<file path="src/rtl/pmic_cmd_chan.sv">
module pmic_cmd_chan #(
  parameter int ADDR_W = 16
) (
  input  logic              clk,
  input  logic              rst_n,
  input  logic              ctrl_ready,
  input  logic              bus_wr,
  input  logic [2:0]        bus_addr,
  input  logic [31:0]       bus_wdata,
  output logic [31:0]       bus_rdata,
  output logic              dn_req,
  output logic              dn_we,
  output logic [1:0]        dn_opc,
  output logic [4:0]        dn_sid,
  output logic [7:0]        dn_len,
  output logic [ADDR_W-1:0] dn_addr,
  output logic [31:0]       dn_wdata,
  input  logic              dn_gnt,
  input  logic              dn_rsp_vld,
  input  logic [31:0]       dn_rsp_data
);

  localparam logic [2:0] OFS_STAT = 3'd0;
  localparam logic [2:0] OFS_CMD  = 3'd1;
  localparam logic [2:0] OFS_WDAT = 3'd2;
  localparam logic [2:0] OFS_RDAT = 3'd3;
  localparam logic [2:0] OFS_ACK  = 3'd4;
  localparam logic [2:0] OFS_RDY  = 3'd5;

  typedef enum logic [2:0] {
    ST_IDLE = 3'd0,
    ST_REQ  = 3'd1,
    ST_WAIT = 3'd2,
    ST_HOLD = 3'd3
  } chan_st_t;

  chan_st_t    st;
  logic        err_q;
  logic [31:0] cmd_q, wdat_q, txw_q, rdat_q;

  wire cmd_wr  = bus_wr && (bus_addr == OFS_CMD);
  wire wdat_wr = bus_wr && (bus_addr == OFS_WDAT);
  wire ack_wr  = bus_wr && (bus_addr == OFS_ACK) && bus_wdata[0];

  always_ff @(posedge clk or negedge rst_n) begin
    if (!rst_n) begin
      st     <= ST_IDLE;
      err_q  <= 1'b0;
      cmd_q  <= '0;
      wdat_q <= '0;
      txw_q  <= '0;
      rdat_q <= '0;
    end else begin
      if (wdat_wr) wdat_q <= bus_wdata;
      if (cmd_wr && st != ST_IDLE) err_q <= 1'b1;
      unique case (st)
        ST_IDLE: if (cmd_wr) begin
          cmd_q <= bus_wdata;
          txw_q <= wdat_q;
          st    <= ST_REQ;
        end
        ST_REQ:  if (dn_gnt) st <= ST_WAIT;
        ST_WAIT: if (dn_rsp_vld) begin
          if (cmd_q[29]) st <= ST_IDLE;
          else begin
            rdat_q <= dn_rsp_data;
            st     <= ST_HOLD;
          end
        end
        ST_HOLD: if (ack_wr) st <= ST_IDLE;
        default: st <= ST_IDLE;
      endcase
    end
  end

  assign dn_req   = (st == ST_REQ);
  assign dn_opc   = cmd_q[31:30];
  assign dn_we    = cmd_q[29];
  assign dn_sid   = cmd_q[28:24];
  assign dn_len   = cmd_q[23:16];
  assign dn_addr  = cmd_q[ADDR_W-1:0];
  assign dn_wdata = txw_q;

  always_comb begin
    case (bus_addr)
      OFS_STAT: bus_rdata = {23'd0, err_q, 5'd0, st};
      OFS_WDAT: bus_rdata = wdat_q;
      OFS_RDAT: bus_rdata = rdat_q;
      OFS_RDY:  bus_rdata = {31'd0, ctrl_ready};
      default:  bus_rdata = '0;
    endcase
  end


  req_hold_chk: assert property (@(posedge clk) disable iff (!rst_n)
    dn_req && !dn_gnt |=> dn_req && $stable(dn_addr) && $stable(dn_sid) && $stable(dn_we));


  busy_cmd_err_chk: assert property (@(posedge clk) disable iff (!rst_n)
    cmd_wr && !(bus_rdata == bus_rdata && st == ST_IDLE) |=> err_q && !dn_req || (st != ST_IDLE && err_q));


  err_sticky_chk: assert property (@(posedge clk) disable iff (!rst_n) !$fell(err_q));


  hold_park_chk: assert property (@(posedge clk) disable iff (!rst_n)
    st == ST_HOLD && !ack_wr |=> st == ST_HOLD);


  rdata_keep_chk: assert property (@(posedge clk) disable iff (!rst_n)
    !(st == ST_WAIT && dn_rsp_vld && !dn_we) |=> $stable(rdat_q));


  wr_done_chk: assert property (@(posedge clk) disable iff (!rst_n)
    st == ST_WAIT && dn_rsp_vld && dn_we |=> st == ST_IDLE);

endmodule

</file>
<file path="config.mk">
export PLATFORM = sky130hd
export DESIGN_NAME = pmic_cmd_chan
export DESIGN_NICKNAME = d
export VERILOG_FILES = /design/src/rtl/pmic_cmd_chan.sv
export SDC_FILE = /design/constraint.sdc
export NUM_CORES = 1
export LEC_CHECK = 0
export ABC_CLOCK_PERIOD_IN_PS = 4100
export CAP_MARGIN = 20
export CORE_MARGIN = 1
export CORE_UTILIZATION = 45
export CTS_BUF_LIST = sky130_fd_sc_hd__clkbuf_8 sky130_fd_sc_hd__clkbuf_16
export DETAILED_ROUTE_END_ITERATION = 8
export GPL_ROUTABILITY_DRIVEN = 0
export PLACE_DENSITY_LB_ADDON = 0.25
export SLEW_MARGIN = 20
export SYNTH_ARGS = -nofsm -noshare
export SYNTH_HDL_FRONTEND = slang
export SYNTH_SLANG_ARGS = --single-unit
</file>
<file path="constraint.sdc">
create_clock -name clk -period 4.1 [get_ports clk]
set_input_delay 1.025 -clock clk [delete_from_list [all_inputs] [get_ports clk]]
set_output_delay 1.025 -clock clk [all_outputs]
set_load 0.1 [all_outputs]
</file>
==> flow_summary_export.csv, run 1 <==
group,metric,value,unit
floorplan,die_w,113,µm
detailed_routing,viasPerCell,5.18,
yosys,netlist_instances,342,
global_route,grt_usage,21.8,%
floorplan,ios,170,
clocking,cts_buffers,17,
worst_setup_path,slowest_delay,0.72,ns
worst_setup_path,cp-startpoint,"bus_addr[0]",
cells_and_area,n_fill_cell,842,
worst_setup_path,r2r-end,"dn_wdata[28]",
yosys,yosys.area.top_type,"dfrtp_1",
sta,max_slew_margin,31.1,%
outcome,status,"finished clean",
detailed_routing,drt-met1-wl,5600,µm
clocking,post_cts_buffers,0,
worst_setup_path,rr_worst_depth,4,
detailed_routing,detailroute.wirelength.met2,6140,µm
placed_design,place.detailed.hpwl,8460,µm
yosys,async_flop_share,100,%
cells_and_area,stdcell_count,676,
detailed_routing,routedWlPerCell,19.1,µm
clocking,clock_sinks,131,
detailed_routing,top_layer,"met4",
worst_setup_path,cp.required,3.07,ns
worst_setup_path,endpoint,"bus_rdata[13]",
sta,tightest_slew,1.03,ns
worst_setup_path,critPathBufInv,4,
detailed_routing,ant_nets,0,
flow_run,drv_cap,0,
global_route,grt_max_degree,89,
cells_and_area,seqCellArea,3280,µm²
detailed_routing,vias,3504,
worst_setup_path,rrSetupSlack,2.19,ns
yosys,yosysSeqAreaShare,59.0,%
sta,finalCritPeriodShare,90.4,%
yosys,synth-seq-cells,131,
worst_setup_path,start_kind,"input pin",
detailed_routing,drtIter0Drc,141,
worst_setup_path,cp_common_cell,"buf_12",
clocking,h-tree-depth,4,
yosys,synth_edf_count,0,
cells_and_area,area_growth,51.0,%
cells_and_area,mostFrequentLayoutCell,"clkdlybuf4s50_1",
cells_and_area,n_antenna_cell,0,
sta,max_freq,270,MHz
clocking,clockRootBuffer,"clkbuf_16",
detailed_routing,wl,12900,µm
cells_and_area,multi_input_area,2110,µm²
cells_and_area,drive_above_1_share,37.6,%
cells_and_area,utilization,69.9,%
worst_setup_path,endpoint_kind,"output pin",
cells_and_area,nets,589,
yosys,synth-main-ff-cell,"dfrtp_1",
clocking,clk_pin_slew,0.05,ns
worst_setup_path,crit_family,"buffers and inverters",
min_path,hp-class,"register to register",
placed_design,placed_area,7720,µm²
worst_setup_path,cp_num_cells,6,
cells_and_area,fin_area,8400,µm²
placed_design,io_buffers,169,
detailed_routing,dr_wl_met3,942,µm
clocking,cts_tree,"yes",
sta,finalMaxSlewViolations,0,
worst_setup_path,reg2reg_from,"st[0]",
sta,rsz0062_at_grt,"no",
clocking,clockBufferDepth,2,
floorplan,start_util,46.3,%
floorplan,fp.dieH,113,µm
worst_setup_path,path_max_fanout,29,
detailed_routing,dr.pass1.iters,4,
worst_setup_path,crit_arrival,2.68,ns
yosys,synth_top_area_share,59.0,%
yosys,yosysUniqueCellTypes,29,
clocking,ctsHoldBuffers,0,
clocking,post_cts_resized,0,
placed_design,dpl.cell_count,644,
cells_and_area,final_cell_mix,"clkdlybuf4s50_1, dfrtp_1, mux2_2",
sta,skew,0.00746,ns
sta,final-setup-viol-count,0,
yosys,syn_area_per_cell,16.3,µm²
worst_setup_path,crit_type,"input pin to output pin",
clocking,clk_latency,0.41,ns
sta,tns,0,ns
yosys,yosysWarningCount,0,
yosys,synth_area_leaders,"dfrtp_1, mux2_2, mux2_4",
sta,hold_viol_final,0,
worst_setup_path,cpMaxStageDelayCell,"clkdlybuf4s50_1",
sta,fin_crit,3.71,ns
worst_setup_path,path_cells,"clkdlybuf4s50_1 > inv_1 > nor2_2 > buf_12 > a22o_1 > buf_12",
floorplan,fp-row-count,40,
detailed_routing,drc,0,
floorplan,core,12000,µm²
global_route,antenna_found_initial,0,
global_route,grt_pass1_wl,20900,µm
global_route,grt_overflow,0,
floorplan,dieArea,12800,µm²
global_route,grt_pass1_vias,3908,
yosys,syn_area,5560,µm²
yosys,syn-num-nets,415,
-- area by class of cell --
class	count	area share [%]
sequential	131	39.0
timing repair buffer	177	25.4
multi-input combinational	187	25.2
clock buffer	21	5.72
clock inverter	11	2.37
tap	147	2.19
inverter	2	0.0894
-- worst min-delay path by stage --
stage	to	startpoint	slack, ns	cells past startpoint
after floorplan	err_q	err_q	0.44	1
after global placement	err_q	err_q	0.47	1
after detailed placement	err_q	err_q	0.47	1
after CTS	err_q	err_q	0.48	1
after global routing	dn_wdata[14]	dn_wdata[14]	0.52	1
final	err_q	err_q	0.48	1
-- cells by family (layout without fill, tap and decap cells) --
| logic type | Yosys count | after routing | share of synthesized area, % |
|---|---|---|---|
| muxes | 131 | 131 | 29.8 |
| DFF | 131 | 131 | 59.0 |
| AOI/OAI and AO/OA | 37 | 37 | 5.51 |
| buffers and inverters | 24 | 211 | 3.58 |
| and+or+nand+nor | 19 | 19 | 2.12 |
-- cell usage after synthesis, types with 2 or more instances --
library cell / number
dfrtp_1: 131
mux2_2: 71
mux2_4: 49
a22o_1: 29
mux2_1: 10
buf_2: 6
buf_4: 5
buf_6: 5
nor2_1: 5
buf_8: 4
a22oi_1: 3
nand2_1: 3
clkbuf_1: 2
inv_1: 2
nand2b_1: 2
nor2b_1: 2
-- flip-flops by register name, indices dropped and copies added, names as in the netlist --
signal    cells
cmd_q        32
dn_wdata     32
err_q         1
rdat_q       32
st            2
wdat_q       32
-- worst reg2reg max path, stage by stage (launching register included) --
cell and delay, ns:
dfrtp_1 0.47, nor2_1 0.11, nand2_4 0.47, buf_4 0.42, mux2_4 0.33
-- through the flow --
step	worst slack (ns)	hold slack (ns)
6_report	0.393	0.476
3_3_place_gp	0.434	0.470
3_5_place_dp	0.417	0.470
5_1_grt	0.317	0.522
4_1_cts	0.410	0.483
2_1_floorplan	0.166	0.435
-- per-layer routing --
metal / vias to the layer above / global-route usage (%)
met3: 16 / 7.66
met5: - / 0
li1: 1594 / -
met2: 125 / 34.9
met4: 0 / 8.68
met1: 1769 / 26.9
Power of run 1 is left out: the tool's default activity adds up to more than one toggle a clock period on the data nets, which glitch-free logic cannot reach.
==> inputs of run 2 (changes only) <==
Settings changed: CTS_BUF_LIST sky130_fd_sc_hd__clkbuf_8 sky130_fd_sc_hd__clkbuf_16 to unset.
==> results of run 2 <==
The final DEF is identical to that of run 1; final timing and power are the same.
Power of run 2 is left out for the same reason.
==> inputs of run 3 (changes only) <==
Settings changed: SKIP_CTS_REPAIR_TIMING set to 1, SLEW_MARGIN 20 to 10.
==> results of run 3 <==
The final DEF is identical to that of run 1; final timing and power are the same.
Power of run 3 is left out for the same reason.
